===== config.mk =====
export PLATFORM = sky130hd
export DESIGN_NAME = blk_entry_dec
export DESIGN_NICKNAME = d
export VERILOG_FILES = /design/src/rtl/blkacc_pkg.sv /design/src/rtl/rstw_rise_det.sv /design/src/rtl/blk_addr_shift.sv /design/src/rtl/blk_seq_fsm.sv /design/src/rtl/blk_entry_dec.sv
export SDC_FILE = /design/constraint.sdc
export NUM_CORES = 1
export LEC_CHECK = 0
export BUFFER_PORTS_ARGS = -buffer_cell sky130_fd_sc_hd__buf_4
export CORE_ASPECT_RATIO = 1.5
export CORE_MARGIN = 4
export CORE_UTILIZATION = 56
export CTS_CLUSTER_SIZE = 30
export DETAILED_ROUTE_END_ITERATION = 16
export GPL_ROUTABILITY_DRIVEN = 0
export PLACE_DENSITY = 0.78
export SETUP_SLACK_MARGIN = 0.02
export SLEW_MARGIN = 15
export SYNTH_ARGS = -nofsm -noshare
export SYNTH_HDL_FRONTEND = slang
export SYNTH_SLANG_ARGS = --single-unit

===== constraint.sdc =====
create_clock -name clk -period 2.41 [get_ports clk]
set_clock_uncertainty 0.1 [all_clocks]
set_input_delay 0.6025 -clock clk [delete_from_list [all_inputs] [get_ports clk]]
set_output_delay 0.6025 -clock clk [all_outputs]
set_load 0.01 [all_outputs]

===== src/rtl/blkacc_pkg.sv =====
package blkacc_pkg;

  typedef enum logic [1:0] {
    ST_IDLE,
    ST_PAT,
    ST_ADDR,
    ST_LAT
  } seq_st_e;

  // handshake check: first half of the pattern wants we high / ie low,
  // second half wants we low / ie high
  function automatic logic pat_ok(input int unsigned idx,
                                  input int unsigned half,
                                  input logic we_i,
                                  input logic ie_i);
    if (idx <= half) return we_i && !ie_i;
    return !we_i && ie_i;
  endfunction

  function automatic logic addr_legal(input logic [31:0] a,
                                      input int unsigned lim);
    return a <= lim;
  endfunction

endpackage


===== src/rtl/rstw_rise_det.sv =====
module rstw_rise_det (
  input  logic clk,
  input  logic rst_n,
  input  logic rstw,
  output logic rise
);
  logic rstw_q;

  // reset to 1 so a line held high through reset gives no edge
  always_ff @(posedge clk or negedge rst_n) begin
    if (!rst_n) rstw_q <= 1'b1;
    else        rstw_q <= rstw;
  end

  assign rise = rstw && !rstw_q;

endmodule


===== src/rtl/blk_addr_shift.sv =====
module blk_addr_shift #(
  parameter int ADDR_W = 13
) (
  input  logic              clk,
  input  logic              rst_n,
  input  logic              clr,
  input  logic              shift_en,
  input  logic              bit_in,
  output logic [ADDR_W-1:0] sh_q,
  output logic [ADDR_W-1:0] sh_next
);
  assign sh_next = {sh_q[ADDR_W-2:0], bit_in};

  always_ff @(posedge clk or negedge rst_n) begin
    if (!rst_n)        sh_q <= '0;
    else if (clr)      sh_q <= '0;
    else if (shift_en) sh_q <= sh_next;
  end

endmodule


===== src/rtl/blk_seq_fsm.sv =====
module blk_seq_fsm
  import blkacc_pkg::*;
#(
  parameter int ADDR_W  = 13,
  parameter int PAT_LEN = 4,
  parameter int LAT_CYC = 18,
  parameter int MAX_BLK = 6143
) (
  input  logic              clk,
  input  logic              rst_n,
  input  logic              rise,
  input  logic              we,
  input  logic              ie,
  input  logic              d0,
  input  logic [ADDR_W-1:0] sh_q,
  input  logic [ADDR_W-1:0] sh_next,
  output logic              shift_en,
  output logic              bit_in,
  output logic              ptr_rst,
  output logic              blk_mode,
  output logic              lat_busy,
  output logic              load_stb,
  output logic [ADDR_W-1:0] blk_addr,
  output logic              addr_err
);
  localparam int FIRST_ADDR = PAT_LEN + 1;
  localparam int LAST_ADDR  = PAT_LEN + ADDR_W;
  localparam int LAST_LAT   = LAST_ADDR + LAT_CYC;
  localparam int CNT_W      = $clog2(LAST_LAT + 1);
  localparam int HALF       = PAT_LEN / 2;

  seq_st_e    state;
  logic [CNT_W-1:0] cnt;    // number of the edge about to be processed
  logic       sel_ie;
  logic       at_first;

  assign at_first = (cnt == CNT_W'(FIRST_ADDR));
  assign shift_en = (state == ST_ADDR) && !rise;
  assign bit_in   = at_first ? (we ? ie : d0) : (sel_ie ? ie : d0);

  always_ff @(posedge clk or negedge rst_n) begin
    if (!rst_n) begin
      state    <= ST_IDLE;
      cnt      <= '0;
      sel_ie   <= 1'b0;
      ptr_rst  <= 1'b0;
      blk_mode <= 1'b0;
      lat_busy <= 1'b0;
      load_stb <= 1'b0;
      blk_addr <= '0;
      addr_err <= 1'b0;
    end else begin
      ptr_rst  <= 1'b0;
      load_stb <= 1'b0;
      if (rise) begin
        state    <= ST_PAT;
        cnt      <= CNT_W'(1);
        sel_ie   <= 1'b0;
        ptr_rst  <= 1'b1;
        blk_mode <= 1'b0;
        lat_busy <= 1'b0;
        addr_err <= 1'b0;
      end else begin
        case (state)
          ST_PAT: begin
            if (pat_ok(int'(cnt), HALF, we, ie)) begin
              if (cnt == CNT_W'(PAT_LEN)) state <= ST_ADDR;
              cnt <= cnt + 1'b1;
            end else begin
              state <= ST_IDLE;
            end
          end
          ST_ADDR: begin
            if (at_first) sel_ie <= we;
            if (cnt == CNT_W'(LAST_ADDR)) begin
              if (addr_legal(32'(sh_next), MAX_BLK)) begin
                state    <= ST_LAT;
                lat_busy <= 1'b1;
              end else begin
                state    <= ST_IDLE;
                addr_err <= 1'b1;
              end
            end
            cnt <= cnt + 1'b1;
          end
          ST_LAT: begin
            if (cnt == CNT_W'(LAST_LAT)) begin
              lat_busy <= 1'b0;
              load_stb <= 1'b1;
              blk_mode <= 1'b1;
              blk_addr <= sh_q;
              state    <= ST_IDLE;
            end
            cnt <= cnt + 1'b1;
          end
          default: ;
        endcase
      end
    end
  end

  assert_rst_clears_R1: assert property (@(posedge clk) disable iff (!rst_n)
    ptr_rst |-> (!blk_mode && !lat_busy && !addr_err && !load_stb));

  assert_busy_end_R5: assert property (@(posedge clk) disable iff (!rst_n)
    $fell(lat_busy) |-> (load_stb || ptr_rst));

  assert_load_single_R6: assert property (@(posedge clk) disable iff (!rst_n)
    load_stb |=> !load_stb);

  assert_load_mode_R6: assert property (@(posedge clk) disable iff (!rst_n)
    load_stb |-> (blk_mode && !lat_busy));

  assert_load_legal_R7: assert property (@(posedge clk) disable iff (!rst_n)
    load_stb |-> (32'(blk_addr) <= MAX_BLK));

  assert_err_sticky_R7: assert property (@(posedge clk) disable iff (!rst_n)
    addr_err |=> (addr_err || ptr_rst));

  assert_addr_hold_R9: assert property (@(posedge clk) disable iff (!rst_n)
    !load_stb |=> $stable(blk_addr) || load_stb);

endmodule


===== src/rtl/blk_entry_dec.sv =====
module blk_entry_dec #(
  parameter int ADDR_W  = 13,
  parameter int PAT_LEN = 4,
  parameter int LAT_CYC = 18,
  parameter int MAX_BLK = 6143
) (
  input  logic              clk,
  input  logic              rst_n,
  input  logic              rstw,
  input  logic              we,
  input  logic              ie,
  input  logic              d0,
  output logic              ptr_rst,
  output logic              blk_mode,
  output logic              lat_busy,
  output logic              load_stb,
  output logic [ADDR_W-1:0] blk_addr,
  output logic              addr_err
);
  logic              rise;
  logic              shift_en;
  logic              bit_in;
  logic [ADDR_W-1:0] sh_q;
  logic [ADDR_W-1:0] sh_next;

  rstw_rise_det u_rise (
    .clk   (clk),
    .rst_n (rst_n),
    .rstw  (rstw),
    .rise  (rise)
  );

  blk_addr_shift #(.ADDR_W(ADDR_W)) u_shift (
    .clk      (clk),
    .rst_n    (rst_n),
    .clr      (rise),
    .shift_en (shift_en),
    .bit_in   (bit_in),
    .sh_q     (sh_q),
    .sh_next  (sh_next)
  );

  blk_seq_fsm #(
    .ADDR_W  (ADDR_W),
    .PAT_LEN (PAT_LEN),
    .LAT_CYC (LAT_CYC),
    .MAX_BLK (MAX_BLK)
  ) u_fsm (
    .clk      (clk),
    .rst_n    (rst_n),
    .rise     (rise),
    .we       (we),
    .ie       (ie),
    .d0       (d0),
    .sh_q     (sh_q),
    .sh_next  (sh_next),
    .shift_en (shift_en),
    .bit_in   (bit_in),
    .ptr_rst  (ptr_rst),
    .blk_mode (blk_mode),
    .lat_busy (lat_busy),
    .load_stb (load_stb),
    .blk_addr (blk_addr),
    .addr_err (addr_err)
  );

endmodule


==> impl_metrics.json <==
{
  "start_util_pct": 58.5,
  "grt_pass1_wl_mm": 5.92,
  "cts_made_buffers": 5,
  "cts_setup_buffers": 0,
  "insertion_delay_ns": 0.30,
  "synth_fp_nets": 178,
  "finalCritPeriodShare_pct": 86.2,
  "start_kind": "flop",
  "cp_max_fo": 15,
  "ios": 24,
  "hold_violations": 0,
  "overflow": 0,
  "crit_slowest_cell": "dfrtp_1",
  "cts_max_path_buffers": 2,
  "setup_viol": 0,
  "path_clk_slew_ns": 0.08,
  "synth_cell_types": 37,
  "fin_util_pct": 68.4,
  "dr_total_vias": 1323,
  "ant_nets": 0,
  "die_y_um": 78.4,
  "die_x_um": 54.9,
  "root_buffer": "clkbuf_8",
  "relSlewSlack_pct": 66.5,
  "slew_viol_final": 0,
  "grt_usage_pct": 19.1,
  "grtUsageMet1_pct": 22.1,
  "slowest_delay_ns": 0.43,
  "crit_family": "simple AND/OR/NAND/NOR gates",
  "seq_area_frac_synth_pct": 55.5,
  "htreeDepth": 2,
  "dp_hpwl_mm": 2.53,
  "nFillCells": 245,
  "drt_iter0_markers": 32,
  "nets": 205,
  "met2_usage_pct": 31.0,
  "dieArea_mm2": 0.00430,
  "rsz0062_at_grt": "false",
  "seqCellArea_mm2": 0.00103,
  "cts_hold_buffers": 0,
  "setup_tns_ns": 0,
  "synthesis.area_mm2": 0.00185,
  "antenna-diode-count": 0,
  "use_met3_pct": 5.12,
  "cp.required_ns": 2.49,
  "rows": 25,
  "drv_cap": 0,
  "top_usage_layer": "met2",
  "worst_pin_slew_ns": 0.502,
  "hold_path.class": "in2async",
  "cts_tree": "built",
  "synth_warnings": 0,
  "core_area_mm2": 0.00316,
  "syn-mean-instance-area_um2": 11.0,
  "period_needed_ns": 2.08,
  "power_density_mw_per_mm2": 611,
  "synthCells": 168,
  "grt_max_degree": 42,
  "arrival_ns": 2.16,
  "synth_seq_cells": 41,
  "viasPerCell": 5.61,
  "power_leakage_uw": 0.00111,
  "portBuffers": 23,
  "crit_path_end_kind": "flop",
  "multiInputGateArea_um2": 772,
  "antenna_found_initial": 0,
  "drc": 0,
  "ir_drop_v": 0.000371,
  "cts.sinks": 41,
  "grt_pass1_vias": 1278,
  "syn2layout_area_growth_pct": 16.8,
  "fmax_ghz": 0.482,
  "first_pass_iters": 4,
  "critical_path_class": "reg2reg",
  "wl_mm": 3.48,
  "path_cells": "or3_4, nor2_1, nand3_2, mux2_2",
  "outcome": "finished clean",
  "drive_above_1_share_pct": 29.1,
  "wl_per_cell_um": 14.8,
  "path_buf_inv": 0,
  "ctsResizeCount": 0
}
[state kept, by name, summed over array words and instances (netlist names), 2 cells and up]
| signal | cells |
|---|---|
| u_fsm.blk_addr | 13 |
| u_fsm.cnt | 6 |
| u_fsm.state | 2 |
| u_shift.sh_q | 13 |
[cells in the final DEF (no fill, tap or decap), types with 2 or more instances in the layout]
| cell type | n |
|---|---|
| dfrtp_1 | 40 |
| nand2_1 | 33 |
| buf_4 | 27 |
| a21oi_1 | 14 |
| mux2_2 | 13 |
| nor2_1 | 10 |
| inv_1 | 6 |
| clkbuf_8 | 5 |
| nand2b_1 | 4 |
| mux2i_1 | 4 |
| ha_1 | 4 |
| xor2_1 | 3 |
| or3_4 | 2 |
| nand3_1 | 2 |
| nor3b_1 | 2 |
| nor2b_1 | 2 |
| o21ai_0 | 2 |
| clkinv_2 | 2 |
[path summary, 6_finish.rpt]
| path | to | slack (ns) | cells past startpoint | startpoint |
|---|---|---|---|---|
| setup / recovery | u_fsm.blk_addr[4]$_DFFE_PN0P_ | 0.33 | 4 | u_fsm.cnt[3]$_DFFE_PN0P_ |
| hold / removal | u_fsm.load_stb$_DFF_PN0_ | 0.16 | 1 | rst_n |
| setup reg to reg | u_fsm.blk_addr[4]$_DFFE_PN0P_ | 0.33 | 4 | u_fsm.cnt[3]$_DFFE_PN0P_ |
| hold reg to reg | u_fsm.blk_mode$_DFFE_PN0P_ | 0.38 | 2 | u_fsm.blk_mode$_DFFE_PN0P_ |
| max in group asynchronous | u_shift.sh_q[1]$_DFFE_PN0P_ | 1.68 | 1 | rst_n |
| min in group clk | u_rise.rstw_q$_DFF_PN1_ | 0.32 | 1 | rstw |
[power breakdown]
group          internal [µW]  switching (µW)  total, µW
clock network            200             232        431
logic                   65.1            92.6        158
registers                705            25.7        730
[cell type report]
| type | count | share of cell area (%) |
|---|---|---|
| Clock buffer | 5 | 3.18 |
| Tap cell | 40 | 2.32 |
| Clock inverter | 3 | 0.811 |
| Sequential cell | 41 | 47.5 |
| Timing Repair Buffer | 27 | 9.38 |
| Inverter | 6 | 1.04 |
| Multi-Input combinational cell | 114 | 35.7 |
[cells in the mapped netlist]
master / number / area (µm²)
o311a_2: 1 / 11.3
o21ai_1: 1 / 5.00
o2111ai_1: 1 / 8.76
nand4_1: 1 / 6.26
a311oi_1: 1 / 8.76
a21oi_1: 14 / 70.1
nand3_1: 2 / 10.0
xor2_1: 3 / 26.3
ha_1: 4 / 50.1
dfstp_2: 1 / 26.3
a211oi_1: 1 / 7.51
inv_1: 6 / 22.5
nand2_1: 33 / 124
o21ai_0: 2 / 10.0
dfrtp_1: 40 / 1000
nand2b_1: 4 / 25.0
xnor2_1: 1 / 8.76
nor3b_1: 2 / 15.0
clkbuf_1: 6 / 22.5
buf_2: 1 / 5.00
mux2i_1: 4 / 40.0
nand3b_1: 1 / 7.51
nor4_4: 1 / 21.3
a21o_2: 1 / 8.76
and3b_2: 1 / 10.0
a31oi_1: 1 / 6.26
mux2_2: 13 / 146
nor2_1: 10 / 37.5
a21o_1: 1 / 7.51
a211oi_4: 1 / 20.0
nand3_2: 1 / 10.0
and3b_1: 1 / 8.76
or3_4: 2 / 22.5
nor2b_1: 2 / 12.5
a221o_1: 1 / 10.0
or4_1: 1 / 7.51
a41oi_1: 1 / 8.76
[stage by stage]
step | total power [µW] | setup WS (ns) | std cells | hold slack, ns | area, µm²
6_report | 1320 | 0.334 | 236 | 0.163 | 2160
5_1_grt | 1400 | 0.228 | 236 | 0.189 | 2160
4_1_cts | 1340 | 0.321 | 236 | 0.179 | 2160
3_5_place_dp | 903 | 0.338 | 228 | 0.375 | 2070
3_3_place_gp | 896 | 0.395 | 228 | 0.366 | 2070
2_1_floorplan | 850 | 0.484 | 168 | 0.207 | 1850
[layer usage]
metal	wire (µm)	part of all wire (%)
met1	1360	39
met4	104	3.0
met2	1840	53
met3	177	5.1
met5	0	0
[worst register-to-register path: cells and delay by family, from the launching register on]
kind	cells	cell delay (ns)
flops	1	0.43
mux	1	0.42
simple gates	3	1.00
[cell families (layout without fill, tap and decap cells)]
| group | count (synthesis) | after routing | synth area share [%] |
|---|---|---|---|
| AOI/OAI and AO/OA | 27 | 27 | 9.88 |
| xor gates and xnor gates | 4 | 4 | 1.89 |
| adders and majority gates | 4 | 4 | 2.71 |
| buffers and inverters | 13 | 41 | 2.71 |
| DFF | 41 | 41 | 55.5 |
| muxes | 17 | 17 | 10.1 |
| and+or+nand+nor | 62 | 62 | 17.2 |
Note: power is estimated with default switching activity, not from simulation.
